**src/rtl/bbg_pkg.sv**
```systemverilog
package bbg_pkg;
    typedef enum logic [1:0] {
        MODE_OPEN  = 2'd0,
        MODE_LOCAL = 2'd1,
        MODE_EXT   = 2'd2,
        MODE_RSVD  = 2'd3
    } agc_mode_e;
endpackage

```
**src/rtl/bbg_sync.sv**
```systemverilog
module bbg_sync #(
    parameter int STAGES = 2
) (
    input  logic clk,
    input  logic rst_n,
    input  logic d,
    output logic q
);
    logic [STAGES-1:0] chain_q;

    always_ff @(posedge clk) begin
        if (!rst_n) chain_q <= '0;
        else        chain_q <= {chain_q[STAGES-2:0], d};
    end

    assign q = chain_q[STAGES-1];
endmodule

```
**src/rtl/bbg_scale.sv**
```systemverilog
module bbg_scale #(
    parameter int IN_W   = 12,
    parameter int GAIN_W = 16,
    parameter int OUT_W  = 12,
    parameter int SHIFT  = 12
) (
    input  logic signed [IN_W-1:0]  sample,
    input  logic        [GAIN_W-1:0] gain,
    output logic signed [OUT_W-1:0] result,
    output logic                    sat
);
    localparam int PW = IN_W + GAIN_W + 1;
    localparam logic signed [PW-1:0] MAXV = PW'((2 ** (OUT_W - 1)) - 1);
    localparam logic signed [PW-1:0] MINV = -MAXV - PW'(1);

    logic signed [PW-1:0] prod;
    logic signed [PW-1:0] shifted;

    always_comb begin
        prod    = PW'(sample) * $signed({1'b0, gain});
        shifted = prod >>> SHIFT;
        if (shifted > MAXV) begin
            result = MAXV[OUT_W-1:0];
            sat    = 1'b1;
        end else if (shifted < MINV) begin
            result = MINV[OUT_W-1:0];
            sat    = 1'b1;
        end else begin
            result = shifted[OUT_W-1:0];
            sat    = 1'b0;
        end
    end
endmodule

```
**src/rtl/bb_gain_ctrl.sv**
```systemverilog
module bb_gain_ctrl
    import bbg_pkg::*;
#(
    parameter int IN_W       = 12,
    parameter int OUT_W      = 12,
    parameter int GAIN_W     = 16,
    parameter int SHIFT      = 12,
    parameter int RESET_GAIN = 4096,
    parameter int STEP_DN    = 256,
    parameter int STEP_UP    = 64,
    parameter int STEP_EXT   = 16,
    parameter int WIN_LEN    = 8,
    parameter int SYNC_STG   = 2
) (
    input  logic                     clk,
    input  logic                     rst_n,
    input  logic                     in_valid,
    input  logic signed [IN_W-1:0]   in_i,
    input  logic signed [IN_W-1:0]   in_q,
    input  logic [1:0]               mode,
    input  logic [GAIN_W-1:0]        init_gain,
    input  logic                     load_gain,
    input  logic                     agc_ext,
    output logic                     out_valid,
    output logic signed [OUT_W-1:0]  out_i,
    output logic signed [OUT_W-1:0]  out_q,
    output logic                     out_clip,
    output logic [7:0]               gain_lo,
    output logic [GAIN_W-9:0]        gain_hi
);
    localparam int CNT_W = (WIN_LEN > 1) ? $clog2(WIN_LEN) : 1;
    localparam int NCH   = 2;

    typedef struct packed {
        logic [GAIN_W-1:0]       gain;
        logic [CNT_W-1:0]        quiet;
        logic                    ov;
        logic signed [OUT_W-1:0] oi;
        logic signed [OUT_W-1:0] oq;
        logic                    clip;
    } state_t;

    state_t state_d, state_q;

    logic signed [IN_W-1:0]  ch_in  [NCH];
    logic signed [OUT_W-1:0] ch_res [NCH];
    logic [NCH-1:0]          ch_sat;
    logic                    ext_s;

    assign ch_in[0] = in_i;
    assign ch_in[1] = in_q;

    for (genvar c = 0; c < NCH; c++) begin : g_ch
        bbg_scale #(
            .IN_W(IN_W), .GAIN_W(GAIN_W), .OUT_W(OUT_W), .SHIFT(SHIFT)
        ) u_scale (
            .sample(ch_in[c]),
            .gain  (state_q.gain),
            .result(ch_res[c]),
            .sat   (ch_sat[c])
        );
    end

    bbg_sync #(.STAGES(SYNC_STG)) u_sync (
        .clk(clk), .rst_n(rst_n), .d(agc_ext), .q(ext_s)
    );

    function automatic logic [GAIN_W-1:0] gain_up(input logic [GAIN_W-1:0] g, input int step);
        logic [GAIN_W:0] s;
        s = {1'b0, g} + (GAIN_W + 1)'(step);
        return s[GAIN_W] ? {GAIN_W{1'b1}} : s[GAIN_W-1:0];
    endfunction

    function automatic logic [GAIN_W-1:0] gain_dn(input logic [GAIN_W-1:0] g, input int step);
        return (g < GAIN_W'(step)) ? '0 : g - GAIN_W'(step);
    endfunction

    always_comb begin
        logic any_clip;
        state_d  = state_q;
        any_clip = |ch_sat;
        state_d.ov = in_valid;
        if (in_valid) begin
            state_d.oi   = ch_res[0];
            state_d.oq   = ch_res[1];
            state_d.clip = any_clip;
        end
        case (agc_mode_e'(mode))
            MODE_LOCAL: begin
                if (in_valid) begin
                    if (any_clip) begin
                        state_d.gain  = gain_dn(state_q.gain, STEP_DN);
                        state_d.quiet = '0;
                    end else if (state_q.quiet == CNT_W'(WIN_LEN - 1)) begin
                        state_d.gain  = gain_up(state_q.gain, STEP_UP);
                        state_d.quiet = '0;
                    end else begin
                        state_d.quiet = state_q.quiet + 1'b1;
                    end
                end
            end
            MODE_EXT: begin
                state_d.quiet = '0;
                if (in_valid) begin
                    state_d.gain = ext_s ? gain_up(state_q.gain, STEP_EXT)
                                         : gain_dn(state_q.gain, STEP_EXT);
                end
            end
            default: state_d.quiet = '0;
        endcase
        if (load_gain) begin
            state_d.gain  = init_gain;
            state_d.quiet = '0;
        end
    end

    always_ff @(posedge clk) begin
        if (!rst_n) begin
            state_q      <= '0;
            state_q.gain <= GAIN_W'(RESET_GAIN);
        end else begin
            state_q <= state_d;
        end
    end

    assign out_valid = state_q.ov;
    assign out_i     = state_q.oi;
    assign out_q     = state_q.oq;
    assign out_clip  = state_q.clip;
    assign gain_lo   = state_q.gain[7:0];
    assign gain_hi   = state_q.gain[GAIN_W-1:8];
endmodule

```
**config.mk**
```make
export PLATFORM = sky130hd
export DESIGN_NAME = bb_gain_ctrl
export DESIGN_NICKNAME = d
export VERILOG_FILES = /design/src/rtl/bbg_pkg.sv /design/src/rtl/bbg_sync.sv /design/src/rtl/bbg_scale.sv /design/src/rtl/bb_gain_ctrl.sv
export SDC_FILE = /design/constraint.sdc
export NUM_CORES = 1
export LEC_CHECK = 0
export ABC_CLOCK_PERIOD_IN_PS = 21400
export BUFFER_PORTS_ARGS = -buffer_cell sky130_fd_sc_hd__buf_4
export CORE_MARGIN = 4
export CORE_UTILIZATION = 28
export CTS_BUF_LIST = sky130_fd_sc_hd__clkbuf_16
export DETAILED_ROUTE_END_ITERATION = 8
export PLACE_DENSITY = 0.41
export SLEW_MARGIN = 5
export SYNTH_ARGS = -nofsm -noshare
export SYNTH_HDL_FRONTEND = slang
export SYNTH_HIERARCHICAL = 1
export SYNTH_SLANG_ARGS = --single-unit
export TNS_END_PERCENT = 10
```
**constraint.sdc**
```tcl
create_clock -name clk -period 21.4 [get_ports clk]
set_clock_uncertainty 0.05 [all_clocks]
set_input_delay 3.21 -clock clk [delete_from_list [all_inputs] [get_ports clk]]
set_output_delay 3.21 -clock clk [all_outputs]
set_load 0.02 [all_outputs]
```
---- Yosys cells after proc, flatten, opt, wreduce, memory -nomap -nowiden ----
Cells that the tools add are included.
word-level totals
  register bits after elaboration ......... 47
  input bits .............................. 47
  output and inout port bits .............. 42
  logic and storage cells ................. 53
operators by class
  add/sub/neg operators ................... 5
  multipliers ............................. 2
  order comparisons ....................... 6
  equal/unequal tests ..................... 6
  mux-type cells .......................... 21
  bitwise logic cells ..................... 2
  reduce and logical (&&, ||, !) cells .... 4
operators with widths
  kind                   number
  $mux 16                7
  $mul 12x17->29         2
  $mux 19                3
  $mux 12                4
  $gt 17x12->1 const B   2
  $lt 17x12->1 const B   2
  $pmux 16 s2            1
  $add 16x5->17 const B  1
  $add 16x7->17 const B  1
  $lt 16x5->1 const B    1
  $lt 16x9->1 const B    1
  $sub 16x5->16 const B  1
  $sub 16x9->16 const B  1
  $mux 3                 2
  $ne 3x3->1 const B     2
  $mux 1                 4
  $ne 4x4->1 const B     1
  $reduce_and 4->1       1
  $add 3x1->3 const B    1
  $eq 3x3->1 const B     1
  $reduce_bool 3->1      1
  $reduce_or 3->1        1
  $eq 2x1->1 const B     1
  $eq 2x2->1 const B     1
  2 further kinds        3

---- Longest topological paths before layout ----
  word-level depth ........................ 9
  depth in mapped cells ................... 30
  mapped depth without buffers ............ 27

---- Modules after synthesis ----
The synthesis kept the hierarchy.
by module, submodules not included
  module                       times used  cells an instance  area an instance (um^2)  seq. area each (um^2)
  bbg_scale (g_ch[1].u_scale)  1           775                6503.7                   0.0
  bbg_scale (g_ch[0].u_scale)  1           772                6470.0                   0.0
  bb_gain_ctrl                 1           416                3203.1                   900.9
  bbg_sync                     1           4                  52.6                     40.0

---- Worst setup path after synthesis ----
OpenSTA, ideal clock, no wires.
  path type ............................... input to register
  start point ............................. input port in_i[11]
  end point ............................... register, netlist name gain_lo[2]
  setup time .............................. 116 ps
  data arrival time ....................... 10070 ps
  data required time ...................... 21234 ps
  slack ................................... 11163 ps
  stages on the path ...................... 29
  path buffers ............................ 3
  cells stage by stage .................... inv_1 clkbuf_1 nor2_1 fa_1 inv_1 fa_1 inv_1 fa_1 fa_1 inv_1 fa_1 inv_1 ha_1 buf_6 a21o_1 a31oi_1 nand2_1 o31a_1 a211oi_1 xor2_1 a41o_1 buf_1 nand2_1 or2_2 a31oi_1 a21oi_1 o21ai_0 a21oi_1 o211a_1
on the way
  word-level cells in the longest chain between the ends .. 9
  elaborated cells between the ends (all ways) .. 12
  those cells by class .................... mul: 1; order compare: 2; eq/ne: 1; mux: 6; reduce/logical: 2
RTL lines
  item                RTL line             RTL
  start: declaration  bb_gain_ctrl.sv:18   input logic signed [IN_W-1:0] in_i,
  $mul 12x17->29 *    bbg_scale.sv:20      prod = PW'(sample) * $signed({1'b0, gain});
  $lt 17x12->1        bbg_scale.sv:25      end else if (shifted < MINV) begin
  $mux 1              bbg_scale.sv:25
  $mux 1 *            bbg_scale.sv:22      if (shifted > MAXV) begin
  net ch_sat[0]       bb_gain_ctrl.sv:47   logic [NCH-1:0] ch_sat;
  $reduce_or 2->1 *   bb_gain_ctrl.sv:81   any_clip = |ch_sat;
  $mux 19             bb_gain_ctrl.sv:91   if (any_clip) begin
  $mux 19             bb_gain_ctrl.sv:90   if (in_valid) begin
  $pmux 16 s2         bb_gain_ctrl.sv:88   case (agc_mode_e'(mode))
  $mux 19             bb_gain_ctrl.sv:111  if (load_gain) begin
Mark *: on every way through the listed nets, which the timed path passes. The rest lies on a longest branch. The select of a mux whose other input is x is not followed.
A chain may end at the register's enable or synchronous reset.

---- Worst setup path after layout ----
  start point ............................. input port in_i[11]
  end point ............................... register, netlist name gain_lo[3]
on the way
  word-level cells in the longest chain between the ends .. 9
  elaborated cells between the ends (all ways) .. 12
  those cells by class .................... mul: 1; order compare: 2; eq/ne: 1; mux: 6; reduce/logical: 2
RTL lines
  item               RTL line
  $mul 12x17->29 *   bbg_scale.sv:20
  $lt 17x12->1       bbg_scale.sv:25
  $mux 1             bbg_scale.sv:25
  $mux 1 *           bbg_scale.sv:22
  net ch_sat[0]      bb_gain_ctrl.sv:47
  $reduce_or 2->1 *  bb_gain_ctrl.sv:81
  $mux 19            bb_gain_ctrl.sv:91
  $mux 19            bb_gain_ctrl.sv:90
  $pmux 16 s2        bb_gain_ctrl.sv:88
  $mux 19            bb_gain_ctrl.sv:111
Marks and branches as above.

==> impl_metrics.ini <==
[outcome]
status = finished clean

[sta]
fin_crit_ns = 11.19
slew_violations = 0
max_freq_ghz = 0.0894
finalSetupViolations = 0
worst_pin_slew_ns = 1.03
finalHoldViolations = 0
finalWorstSetupSlack_ns = 10.21
rsz0062_at_grt = no
post-route-period-util_pct = 52.3
tns_ns = 0
slew_headroom_pct = 31.2

[clock_network]
cts_resized = 0
clockBufferDepth = 2
cts_setup_buffers = 0
cts_buffers = 5
clock_latency_ns = 0.32
holdBufCountCts = 0
htreeDepth = 2
cts-root-buf = clkbuf_16
clkSlewWorstSetupHoldPaths_ns = 0.08
clock_sinks = 47
cts_tree = done

[route]
drt_iter0_markers = 622
wirelength_microns = 47400
drt_first_pass_iters = 5
dr_wl_met2_microns = 21800
top_layer = met4
post_drt_wl_per_cell_microns = 17.5
vias = 13000
routed-wl-met3_microns = 1530
via_per_inst = 4.80
ant_nets = 0
wl_met1_microns = 23400
route.detailed.drc = 0

[critical_path]
rr_worst_depth = 25
reg2reg_slack_ns = 12.48
crit_required_ns = 21.56
end_kind = flip-flop
rr_endpoint = gain_lo[3]
critPathMostFrequentCell = fa_1
worstPathMaxFanout = 13
cp_slowest_cell = fa_1
r2r-start = gain_hi[0]
crit_type = input port to flip-flop
cp-start-kind = input port
arrival_ns = 11.35
cp_slowest_stage_delay_ns = 0.57

[yosys]
synth_cells = 1967
synth_edf_count = 0
syn_area_sq_mm = 0.0162
ys_ff_latch = 47
yosysUniqueCellTypes = 77
ys_seq_area_share_pct = 5.80
synth_area_per_cell_sq_um = 8.25
synth_flop_cell = dfxtp_1
synth_fp_nets = 2463
synthArstFlopShare_pct = 0
synth_warnings = 6

[die]
dieHeight_microns = 249
dieWidth_microns = 249
coreArea_sq_mm = 0.0569
pin_count = 89
fp-row-count = 87
initial_core_util_pct = 28.5
dieArea_sq_mm = 0.0619

[global_routing]
grt_remaining_overflow = 0
grt_pass1_vias = 14000
antenna_found_initial = 1
grtUsageTotal_pct = 15.5
grt_pass1_wl_microns = 77800
grt_max_degree = 43

[hold_path]
min_to = u_sync/chain_q[1]
hp-class = flip-flop to flip-flop
holdPathStages = 1
hp-start = u_sync/chain_q[0]

[power]
leakagePower_uw = 0.00855
p_per_area_mw_per_mm2 = 124
max-vdd-ir-drop_mv = 0.0715

[cells_and_area]
drive_above_1_share_pct = 8.02
area_growth_pct = 7.52
instances_no_fill = 2701
nNetsFinal = 2440
mostFrequentLayoutCell = inv_1
layout_common_cells = inv_1 (383), nand2_1 (284), fa_1 (278)
antenna_cells = 0

[flow_run]
drv_cap = 0

[placed_design]
dp_slack_ns = 9.99
placedCellCount = 2693
gp_congestion = 0.875
dp_hpwl_microns = 37600
portBuffers = 88
==> worst max-delay path, delay by kind of cell <==
family          cells  cell delay [ns]
simple gates        5             1.73
buf+inv             4             0.60
fa+ha+maj           6             3.04
compound gates     10             2.72
==> cell usage after synthesis, types with 5 or more instances <==
library cell    n  area [sq um]
a211o_1         6          52.6
a211oi_1        8          60.1
a21o_1         26           195
a21oi_1        49           245
a31oi_1        19           119
and2_1        133           832
and3_1         14          87.6
buf_2           5          25.0
buf_4          41           308
buf_6           6          67.6
clkbuf_1       80           300
dfxtp_1        47           941
fa_1          278          5570
ha_1          171          2140
inv_1         383          1440
mux2i_1        28           280
nand2_1       284          1070
nand2b_1       16           100
nand3_1        27           135
nand4_1        17           106
nor2_1         79           297
nor2b_1         6          37.5
nor3_1         27           135
o211a_1         7          70.1
o21a_1          5          37.5
o21ai_0        45           225
o21ai_1        14          70.1
o21ai_2        11          96.3
o21bai_1        5          37.5
o31ai_1         5          37.5
or3_1           5          31.3
xnor2_1        24           210
xor2_1         17           149
==> routing by layer <==
metal  up-vias  track usage, %
li1       6083               -
met2       279            25.2
met4         0            3.27
met3        35           0.992
met5         -               0
met1      6572            22.7
==> power by group <==
group	switching, uW	leakage [uW]	internal, uW	total [uW]
sequential	17.5	0.000389	107	125
clock	41.5	0.0000900	67.1	109
combinational	1200	0.00808	731	1930
==> worst max path at each step <==
stage	from	to	slack, ns	depth (start not counted)
after global routing	in_i[11]	gain_lo[2]	9.71	25
after global placement	in_i[11]	gain_lo[2]	10.00	25
after CTS	in_i[11]	gain_lo[3]	10.28	25
after detailed placement	in_i[11]	gain_lo[2]	9.99	25
final	in_i[11]	gain_lo[3]	10.21	25
after floorplan	in_i[11]	gain_lo[2]	11.16	29
==> final cells by class <==
type | count | area (sq um)
fillers | 6133 | 39500
multi-input cells | 1401 | 13100
inverters | 383 | 1440
well taps | 756 | 946
flip-flops and latches | 47 | 942
repair buffers | 106 | 796
clock buffers | 5 | 125
clock inverters | 3 | 67.6
==> cell families after synthesis <==
| logic type | synth area share, % |
|---|---|
| AOI/OAI and AO/OA | 10.6 |
| and+or+nand+nor | 18.7 |
| adders and majority gates | 47.5 |
| muxes | 1.80 |
| DFF | 5.80 |
| xor gates and xnor gates | 2.31 |
| buffers and inverters | 13.3 |
==> flip-flops by register name, summed over array words and instances (netlist names) <==
| name | cells |
|---|---|
| out_valid | 1 |
| gain_hi | 8 |
| out_i | 12 |
| gain_lo | 8 |
| out_clip | 1 |
| state_q | 3 |
| out_q | 12 |
| u_sync/chain_q | 2 |
==> per-stage QoR <==
stage / util [%] / hold slack (ns) / power [uW] / cell area (sq um)
finish: 30.6 / 0.383 / 2160 / 17400
detailed placement: 30.3 / 0.371 / 2050 / 17300
global route: 30.6 / 0.430 / 2440 / 17400
CTS: 30.6 / 0.389 / 2180 / 17400
floorplan: - / 0.362 / 1590 / 16200
global placement: 30.3 / 0.373 / 2080 / 17300
Note: power is estimated with default switching activity, not from simulation.
